[config.mk]
export PLATFORM = sky130hd
export DESIGN_NAME = periph_regbank
export DESIGN_NICKNAME = d
export VERILOG_FILES = /design/src/rtl/regbank_pkg.sv /design/src/rtl/regbank_decode.sv /design/src/rtl/regbank_rwreg.sv /design/src/rtl/regbank_txslot.sv /design/src/rtl/regbank_capture.sv /design/src/rtl/periph_regbank.sv
export SDC_FILE = /design/constraint.sdc
export NUM_CORES = 1
export LEC_CHECK = 0
export BUFFER_PORTS_ARGS = -buffer_cell sky130_fd_sc_hd__buf_4
export CORE_ASPECT_RATIO = 0.6
export CORE_MARGIN = 3
export CORE_UTILIZATION = 23
export DETAILED_ROUTE_END_ITERATION = 10
export PLACE_DENSITY = 0.5
export RECOVER_POWER = 50
export SLEW_MARGIN = 5
export SYNTH_ARGS = -nofsm -noshare
export SYNTH_HDL_FRONTEND = slang
export SYNTH_SLANG_ARGS = --single-unit
export TNS_END_PERCENT = 10
[constraint.sdc]
create_clock -name clk -period 4.37 [get_ports clk]
set_input_delay 1.0925 -clock clk [delete_from_list [all_inputs] [get_ports clk]]
set_output_delay 1.0925 -clock clk [all_outputs]
set_load 0.01 [all_outputs]
[src/rtl/regbank_pkg.sv]
package regbank_pkg;
  localparam int DATA_W   = 32;
  localparam int LANES    = DATA_W / 8;
  localparam int NUM_REGS = 15;
  localparam int IDX_W    = 4;
  localparam int SLOTS    = 2 ** IDX_W;

  localparam logic [IDX_W-1:0] IDX_DEBUG = 4'd0;
  localparam logic [IDX_W-1:0] IDX_TX    = 4'd1;
  localparam logic [IDX_W-1:0] IDX_RX    = 4'd2;
  localparam logic [IDX_W-1:0] IDX_LED   = 4'd3;
  localparam logic [IDX_W-1:0] IDX_RGB0  = 4'd4;
  localparam logic [IDX_W-1:0] IDX_DUTY0 = 4'd5;
  localparam logic [IDX_W-1:0] IDX_RGB1  = 4'd6;
  localparam logic [IDX_W-1:0] IDX_DUTY1 = 4'd7;
  localparam logic [IDX_W-1:0] IDX_BTN   = 4'd8;
  localparam logic [IDX_W-1:0] IDX_SW    = 4'd9;
  localparam logic [IDX_W-1:0] IDX_LBWD  = 4'd10;
  localparam logic [IDX_W-1:0] IDX_LFWD  = 4'd11;
  localparam logic [IDX_W-1:0] IDX_RBWD  = 4'd12;
  localparam logic [IDX_W-1:0] IDX_RFWD  = 4'd13;
  localparam logic [IDX_W-1:0] IDX_DIST  = 4'd14;

  typedef struct packed {
    logic             rd;
    logic             wr;
    logic [IDX_W-1:0] idx;
  } bus_req_t;

  // Plain storage slots: written by software, read back unchanged.
  function automatic logic is_rw(input int i);
    return (i == 0) || (i >= 3 && i <= 7) || (i >= 10 && i <= 13);
  endfunction
endpackage

[src/rtl/regbank_decode.sv]
module regbank_decode
  import regbank_pkg::*;
#(
  parameter logic [31:0] BASE_ADDR = 32'h8000_0000,
  parameter int          WIN_BITS  = 12
) (
  input  logic        sel,
  input  logic        we,
  input  logic [31:0] addr,
  output bus_req_t    req
);
  localparam int WORD_W = WIN_BITS - 2;
  localparam logic [WORD_W-1:0] WORD_LIMIT = WORD_W'(NUM_REGS);

  logic [WORD_W-1:0] word;
  logic in_win, aligned, in_range, hit;

  assign word     = addr[WIN_BITS-1:2];
  assign in_win   = (addr[31:WIN_BITS] == BASE_ADDR[31:WIN_BITS]);
  assign aligned  = (addr[1:0] == 2'b00);
  assign in_range = (word < WORD_LIMIT);
  assign hit      = sel & in_win & aligned & in_range;

  assign req.rd  = hit & ~we;
  assign req.wr  = hit & we;
  assign req.idx = word[IDX_W-1:0];
endmodule

[src/rtl/regbank_rwreg.sv]
module regbank_rwreg
  import regbank_pkg::*;
(
  input  logic              clk,
  input  logic              rst,
  input  logic              we,
  input  logic [LANES-1:0]  be,
  input  logic [DATA_W-1:0] wdata,
  output logic [DATA_W-1:0] q
);
  for (genvar b = 0; b < LANES; b++) begin : g_lane
    always_ff @(posedge clk) begin
      if (rst)
        q[8*b +: 8] <= '0;
      else if (we && be[b])
        q[8*b +: 8] <= wdata[8*b +: 8];
    end
  end
endmodule

[src/rtl/regbank_txslot.sv]
module regbank_txslot (
  input  logic       clk,
  input  logic       rst,
  input  logic       wr,
  input  logic       be_low,
  input  logic       be_top,
  input  logic [7:0] wbyte,
  input  logic       wstart,
  input  logic       ready,
  output logic       busy,
  output logic [7:0] byte_q
);
  always_ff @(posedge clk) begin
    if (rst) begin
      busy   <= 1'b0;
      byte_q <= '0;
    end else if (busy) begin
      // offered byte is frozen until the transmitter takes it
      if (ready) busy <= 1'b0;
    end else if (wr) begin
      if (be_low) byte_q <= wbyte;
      if (be_top && wstart) busy <= 1'b1;
    end
  end
endmodule

[src/rtl/regbank_capture.sv]
module regbank_capture #(
  parameter int W = 8
) (
  input  logic         clk,
  input  logic         rst,
  input  logic         load,
  input  logic [W-1:0] din,
  input  logic         clr,
  output logic         full,
  output logic [W-1:0] q
);
  always_ff @(posedge clk) begin
    if (rst) begin
      full <= 1'b0;
      q    <= '0;
    end else begin
      // a new result outranks the read-clear of the same cycle
      if (load)     full <= 1'b1;
      else if (clr) full <= 1'b0;
      if (load) q <= din;
    end
  end
endmodule

[src/rtl/periph_regbank.sv]
module periph_regbank
  import regbank_pkg::*;
#(
  parameter logic [31:0] BASE_ADDR = 32'h8000_0000,
  parameter int          WIN_BITS  = 12,
  parameter int          DUTY_W    = 16
) (
  input  logic              clk,
  input  logic              rst,
  input  logic              bus_sel,
  input  logic              bus_we,
  input  logic [31:0]       bus_addr,
  input  logic [3:0]        bus_be,
  input  logic [31:0]       bus_wdata,
  output logic [31:0]       bus_rdata,
  output logic              tx_valid,
  input  logic              tx_ready,
  output logic [7:0]        tx_byte,
  input  logic              rx_valid,
  output logic              rx_ready,
  input  logic [7:0]        rx_byte,
  input  logic              dist_valid,
  input  logic [30:0]       dist_value,
  input  logic [3:0]        buttons,
  input  logic [3:0]        switches,
  output logic [3:0]        led,
  output logic [2:0]        rgb0,
  output logic [2:0]        rgb1,
  output logic [DUTY_W-1:0] rgb0_duty,
  output logic [DUTY_W-1:0] rgb1_duty,
  output logic [DUTY_W-1:0] mot_left_bwd,
  output logic [DUTY_W-1:0] mot_left_fwd,
  output logic [DUTY_W-1:0] mot_right_bwd,
  output logic [DUTY_W-1:0] mot_right_fwd
);
  bus_req_t          req;
  logic [DATA_W-1:0] rw_q [SLOTS];
  logic              tx_busy;
  logic [7:0]        tx_byte_q;
  logic              rx_full;
  logic [7:0]        rx_data;
  logic              dist_full;
  logic [30:0]       dist_data;
  logic              rd_rx, rd_dist;
  logic [DATA_W-1:0] rdata_mux;

  regbank_decode #(.BASE_ADDR(BASE_ADDR), .WIN_BITS(WIN_BITS)) u_dec (
    .sel(bus_sel), .we(bus_we), .addr(bus_addr), .req(req)
  );

  for (genvar i = 0; i < SLOTS; i++) begin : g_slot
    if (is_rw(i)) begin : g_rw
      logic slot_we;
      assign slot_we = req.wr && (req.idx == IDX_W'(i));
      regbank_rwreg u_reg (
        .clk(clk), .rst(rst), .we(slot_we), .be(bus_be),
        .wdata(bus_wdata), .q(rw_q[i])
      );
    end else begin : g_none
      assign rw_q[i] = '0;
    end
  end

  regbank_txslot u_tx (
    .clk(clk), .rst(rst),
    .wr(req.wr && req.idx == IDX_TX),
    .be_low(bus_be[0]), .be_top(bus_be[3]),
    .wbyte(bus_wdata[7:0]), .wstart(bus_wdata[31]),
    .ready(tx_ready), .busy(tx_busy), .byte_q(tx_byte_q)
  );

  assign rd_rx    = req.rd && (req.idx == IDX_RX);
  assign rd_dist  = req.rd && (req.idx == IDX_DIST);
  assign rx_ready = ~rx_full | rd_rx;

  regbank_capture #(.W(8)) u_rx (
    .clk(clk), .rst(rst), .load(rx_valid && rx_ready), .din(rx_byte),
    .clr(rd_rx), .full(rx_full), .q(rx_data)
  );

  regbank_capture #(.W(31)) u_dist (
    .clk(clk), .rst(rst), .load(dist_valid), .din(dist_value),
    .clr(rd_dist), .full(dist_full), .q(dist_data)
  );

  always_comb begin
    case (req.idx)
      IDX_TX:   rdata_mux = {tx_busy, 23'd0, tx_byte_q};
      IDX_RX:   rdata_mux = {rx_full, 23'd0, rx_data};
      IDX_BTN:  rdata_mux = {28'd0, buttons};
      IDX_SW:   rdata_mux = {28'd0, switches};
      IDX_DIST: rdata_mux = {dist_full, dist_data};
      default:  rdata_mux = rw_q[req.idx];
    endcase
  end

  assign bus_rdata = req.rd ? rdata_mux : '0;

  assign tx_valid      = tx_busy;
  assign tx_byte       = tx_byte_q;
  assign led           = rw_q[IDX_LED][3:0];
  assign rgb0          = rw_q[IDX_RGB0][2:0];
  assign rgb1          = rw_q[IDX_RGB1][2:0];
  assign rgb0_duty     = rw_q[IDX_DUTY0][DUTY_W-1:0];
  assign rgb1_duty     = rw_q[IDX_DUTY1][DUTY_W-1:0];
  assign mot_left_bwd  = rw_q[IDX_LBWD][DUTY_W-1:0];
  assign mot_left_fwd  = rw_q[IDX_LFWD][DUTY_W-1:0];
  assign mot_right_bwd = rw_q[IDX_RBWD][DUTY_W-1:0];
  assign mot_right_fwd = rw_q[IDX_RFWD][DUTY_W-1:0];
endmodule

==> results of run 1 <==
tightest hold or removal path, stage by stage, from the launching register on:
cell     delay (ns)
dfxtp_1        0.31
o31ai_1        0.06
a21oi_1        0.07
path summary, 6_finish.rpt:
path                             from                          end  slack, ns  cells after the start
min reg2reg  u_dist.full$_SDFFE_PP0P_     u_dist.full$_SDFFE_PP0P_       0.49                      2
max reg2reg      u_tx.busy$_SDFF_PP0_  u_tx.byte_q[0]$_SDFFE_PP0P_       2.58                      5
max                      bus_addr[21]                bus_rdata[29]       0.06                      9
min          u_dist.full$_SDFFE_PP0P_     u_dist.full$_SDFFE_PP0P_       0.49                      2
layout make-up:
cell class              instances  area (um2)  share of cell area, %
multi-input cells            1319        9520                   42.8
flip-flops and latches        370        7410                   33.3
repair buffers                389        2600                   11.7
well taps                    1066        1330                   6.00
clock buffers                  50        1100                   4.94
clock inverters                24         260                   1.17
inverters                       5        18.8                 0.0844
diodes                          1        2.50                 0.0112
registers in the layout, indices dropped and copies added, names as in the netlist:
signal / flops
u_dist.full: 1
u_tx.busy: 1
u_rx.q: 8
u_tx.byte_q: 8
g_slot.g_rw.u_reg.q: 320
u_dist.q: 31
u_rx.full: 1
kinds of logic after synthesis:
group | after synthesis | synth area share [%]
buffers and inverters | 275 | 9.52
muxes | 435 | 25.5
and+or+nand+nor | 642 | 17.3
AOI/OAI and AO/OA | 242 | 8.09
DFF | 370 | 39.6
cell usage after synthesis (4+ instances only):
master	instances	share of area [%]
clkbuf_8	18	1.3
nor3_1	11	0.29
a21oi_1	97	2.6
nand2_1	37	0.74
and2_2	4	0.16
nor4bb_1	4	0.21
o22ai_1	35	1.2
a22oi_1	10	0.40
nor4_4	23	2.6
a221oi_1	45	2.1
nand4_1	22	0.74
buf_4	126	5.1
mux4_2	32	3.9
buf_2	15	0.40
nor2_1	420	8.4
dfxtp_1	370	40
a2111oi_0	4	0.19
a211oi_1	5	0.20
clkbuf_1	89	1.8
buf_6	7	0.42
mux2_2	9	0.54
nand3_1	39	1.0
mux2i_1	394	21
inv_1	4	0.080
o21ai_0	40	1.1
nor2b_1	4	0.13
buf_1	11	0.22
nand2b_1	54	1.8
report_power, final:
group / switching (uW) / internal (uW)
combinational: 420 / 254
sequential: 13.4 / 3390
clock: 1520 / 2050
repair_timing:
action	in CTS	in global routing
pin swaps	1	1
gates resized for setup	2	5
endpoints found under the setup margin	7	17
layer usage:
metal  share of wire, %  track usage, %  wire length, um  up-vias
li1                   -               -                -     7144
met2                 42            22.3            28000      418
met1                 49            21.7            32900     7398
met5               0.12               0               80        -
met4                2.1            4.02             1440       14
met3                7.1            4.46             4760       96
per-stage QoR:
stage | TNS [ns] | area (um2) | setup WS (ns) | total power, uW
floorplan | 0 | 18700 | 0.224 | 3850
global placement | -0.00809 | 21400 | -0.00809 | 4150
detailed placement | -0.105 | 21400 | -0.0436 | 4150
CTS | -0.00236 | 22800 | -0.00236 | 7780
global route | -0.0895 | 22200 | -0.0427 | 7950
finish | 0 | 22200 | 0.0555 | 7650
==> results.cfg, run 1 <==
[status]
status = finished with violations
violations = max-capacitance violations, max-slew violations

[final_layout]
drive_gt1_share_pct = 18.9
final_common_cell = nor2_1
fin_cells = 3224
postLayoutCoreUtil_pct = 27.8
final_cell_mix = nor2_1 (419), mux2i_1 (394), dfxtp_1 (370), buf_4 (241), clkbuf_1 (136)
n_fill_cell = 8463
layout.nets = 2247
syn_to_final_growth_pct = 18.9

[synth]
synth-seq-area-share_pct = 39.6
synthArstFlopShare_pct = 0
ys_types = 52
synth_cells = 1964
synth.avg_cell_area_um2 = 9.53
synth_area_um2 = 18700
ys_warn_count = 0
synth_edf_count = 0
synth_ff_type = dfxtp_1
synth_nets = 2086
synth_seq_cells = 370

[route]
routed_wl_mm = 67.2
vias = 15070
wl_per_cell_um = 20.8
antenna_left = 0
firstDrtPassIters = 6
drt_iter0_markers = 1084
drt-vias-per-instance = 4.67
drc = 0

[timing]
final.min_clock_period_ns = 4.31
hold_ws_ns = 0.488
rsz0062_at_grt = yes
period_share_pct = 98.7
finalHoldViolations = 0
fin_skew_ns = 0.0140
relSlewSlack_pct = -96.1
final_max_slew_viol_count = 33
fmax_mhz = 232
worst-slew-pin-transition_ns = 2.94
final-setup-viol-count = 0

[setup_path]
crit_required_ns = 3.28
setup.worst_path.start_class = primary input
path_buf_inv = 4
cp_max_fo = 10
crit_top_cell = buf_4
slowest_stage = nor4_4
end_kind = primary output
cp_top_family = simple AND/OR/NAND/NOR gates
path_cells = buf_4 -> nor4bb_1 -> buf_4 -> nand3_1 -> nor4_4 -> o311ai_4 -> buf_6 -> a221oi_1 -> buf_4
cpPeakStageDelay_ns = 0.40
path_class = primary input to primary output
worstPathArrival_ns = 3.22

[floorplanning]
coreArea_um2 = 80000
die_h_um = 227
initial_utilization_pct = 23.4
io_pins = 270
dieArea_um2 = 84900
rows = 80
die_w_um = 374

[clock_tree]
cts_buffers = 40
cts.sinks = 370
htree_num_levels = 2
clk-insertion-delay-late_ns = 0.57
clockBufferDepth = 3
cts_root_buf = clkbuf_16
post_cts_buffers = 0
holdBufCountCts = 0
clk_pin_slew_worst_paths_ns = 0.07
cts_tree = done

[placement]
place.gp.congestion = 0.788
place_inst = 3149
dp_hpwl_mm = 48.9
port_buffers = 269

[grt]
grt_pass1_wl_mm = 97.6
antenna_found_initial = 10
track_usage_pct = 15.2
grt_pass1_vias = 14839
grt_overflow = 0
grt_max_degree = 107

[power_and_ir_drop]
p_leak_uw = 0.00923
cellPowerDensity_nw_per_um2 = 344
vdd_drop_max_uv = 204

[worst_hold_path]
hold_class = flip-flop to flip-flop

[run]
cap_viol_max_count = 1
(Power assumes the default switching activity.)
==> inputs of run 2 (changes only) <==
--- a/config.mk
+++ b/config.mk
@@ -6,11 +6,13 @@
 export NUM_CORES = 1
 export LEC_CHECK = 0
 export BUFFER_PORTS_ARGS = -buffer_cell sky130_fd_sc_hd__buf_4
+export CELL_PAD_IN_SITES_DETAIL_PLACEMENT = 2
+export CELL_PAD_IN_SITES_GLOBAL_PLACEMENT = 2
 export CORE_ASPECT_RATIO = 0.6
 export CORE_MARGIN = 3
 export CORE_UTILIZATION = 23
 export DETAILED_ROUTE_END_ITERATION = 10
-export PLACE_DENSITY = 0.5
+export PLACE_DENSITY = 0.66
 export RECOVER_POWER = 50
 export SLEW_MARGIN = 5
 export SYNTH_ARGS = -nofsm -noshare
==> run 2 against run 1 <==
Largest cell class unchanged; the flow still finishes with violations (max-capacitance violations, max-slew violations); worst setup slack improved by 0.017 ns; first-iteration DRC count decreased by 21%; sequential share of layout area decreased by 0.18 points.
==> results.cfg, run 2 (synthesis gave the netlist of run 1 again) <==
[floorplanning]
coreArea_um2 = 80000
initial_utilization_pct = 23.4
die_h_um = 227
die_w_um = 374
dieArea_um2 = 84900
io_pins = 270
rows = 80

[route]
wl_per_cell_um = 23.4
antenna_left = 0
drc = 0
routed_wl_mm = 75.3
firstDrtPassIters = 5
drt-vias-per-instance = 4.77
drt_iter0_markers = 853
vias = 15327

[setup_path]
cp_max_fo = 16
end_kind = primary output
path_class = primary input to primary output
cpPeakStageDelay_ns = 0.55
crit_required_ns = 3.28
setup.worst_path.start_class = primary input
cp_top_family = compound AO/OA/AOI/OAI gates
crit_top_cell = buf_4
slowest_stage = mux4_2
path_cells = buf_4 -> buf_4 -> mux4_2 -> nand2b_1 -> a221oi_1 -> a221oi_1 -> buf_4
path_buf_inv = 3
worstPathArrival_ns = 3.21

[final_layout]
final_cell_mix = nor2_1 (418), mux2i_1 (394), dfxtp_1 (370), buf_4 (226), clkbuf_1 (138)
layout.nets = 2237
top_regs = g_slot.g_rw.u_reg.q x320, u_dist.q x31
largest_reg_flops = 320
fin_cells = 3215
drive_gt1_share_pct = 18.5
syn_to_final_growth_pct = 19.5
final_common_cell = nor2_1
top_register = g_slot.g_rw.u_reg.q

[grt]
track_usage_pct = 17.2
grt_overflow = 0
antenna_found_initial = 5
grt_pass1_wl_mm = 111
grt_max_degree = 109
grt_pass1_vias = 16720

[clock_tree]
clockBufferDepth = 3
clk-insertion-delay-late_ns = 0.58
clk_pin_slew_worst_paths_ns = 0.06
holdBufCountCts = 0
cts_buffers = 42
cts_root_buf = clkbuf_16
htree_num_levels = 2
cts.sinks = 370
cts_tree = done

[timing]
hold_ws_ns = 0.488
setup_ws_ns = 0.0722
final.min_clock_period_ns = 4.30
fmax_mhz = 233
period_share_pct = 98.3
worst-slew-pin-transition_ns = 2.93
final-setup-viol-count = 0
fin_skew_ns = 0.0131
rsz0062_at_grt = yes
finalHoldViolations = 0
relSlewSlack_pct = -95.6
final_max_slew_viol_count = 33

[power_and_ir_drop]
switching_share_pct = 25.0
power_switching_uw = 1990
cellPowerDensity_nw_per_um2 = 356
clock_power_share_pct = 48.5
vdd_drop_max_uv = 216
power_frac_comb_pct = 8.6
power.internal_uw = 5970
seqPwrFrac_pct = 42.9
p_leak_uw = 0.00930

[worst_hold_path]
hold_class = flip-flop to flip-flop

[run]
cap_viol_max_count = 1

[placement]
dp_slack_ns = -0.0386
place_inst = 3134
dp_hpwl_mm = 53.9
place.gp.congestion = 0.775
port_buffers = 269

[status]
violations = max-capacitance violations, max-slew violations
status = finished with violations
-- run 2: cell types whose count changed in the layout (fill, tap and decap cells not counted), sizes merged --
cell / change
clkbuf: +18
buf: -12
clkinv: -5
clkinvlp: -5
inv: -4
bufinv: -1
-- run 2: worst register-to-register path, cell delays in order (launching register included) --
cell and delay (ns):
dfxtp_1 0.37, nor2b_1 0.22, nand3_1 0.11, nor4_1 0.29
clkbuf_1 0.57, mux2i_1 0.32, nor2_1 0.06
-- run 2: final cells by class --
cell class                      instances  area (um2)
Antenna cell                            1        2.50
Sequential cell                       370        7410
Clock inverter                          9         126
Timing Repair Buffer                  377        2560
Inverter                                5        18.8
Tap cell                             1066        1330
Multi-Input combinational cell       1319        9540
Clock buffer                           68        1370
Fill cell                            8912       57600
-- run 2: power groups by stage --
stage          Sequential, uW  Clock (uW)  Combinational [uW]
3_3_place_gp             3480           0                 667
3_5_place_dp             3490           0                 686
6_report                 3410        3860                 687
5_1_grt                  3410        4140                 742
2_1_floorplan            3480           0                 371
4_1_cts                  3410        3990                 691
-- run 2: repair_timing --
action / in CTS / in global routing
pin swaps: 2 / 1
setup endpoints to repair: 3 / 13
gates resized for setup: 1 / 8
hold endpoints to repair: 0 / 0
buffers inserted: 2 / 1
-- run 2: stage by stage --
stage          total power, uW  util [%]  setup TNS (ns)  area [um2]
6_report                  7960      28.0               0       22400
5_1_grt                   8290      28.0         -0.0674       22400
4_1_cts                   8090      28.6               0       22900
3_5_place_dp              4170      26.7         -0.0562       21300
3_3_place_gp              4150      26.7               0       21300
2_1_floorplan             3850         -               0       18700
-- run 2: path summary, 6_finish.rpt --
path	start	depth (start not counted)	slack, ns	end
max	bus_addr[2]	7	0.07	bus_rdata[14]
min	g_slot[12].g_rw.u_reg.q[26]$_SDFFE_PP0P_	2	0.49	g_slot[12].g_rw.u_reg.q[26]$_SDFFE_PP0P_
max reg2reg	u_tx.busy$_SDFF_PP0_	6	2.32	u_tx.byte_q[4]$_SDFFE_PP0P_
min reg2reg	g_slot[12].g_rw.u_reg.q[26]$_SDFFE_PP0P_	2	0.49	g_slot[12].g_rw.u_reg.q[26]$_SDFFE_PP0P_
-- run 2: routing by layer --
| metal | vias to the layer above | GRT usage (%) | part of all wire [%] |
|---|---|---|---|
| met3 | 72 | 3.53 | 4.4 |
| met1 | 7911 | 24.2 | 49 |
| met4 | 6 | 2.99 | 1.2 |
| li1 | 7108 | - | - |
| met5 | - | 0 | 0.041 |
| met2 | 230 | 27.7 | 45 |
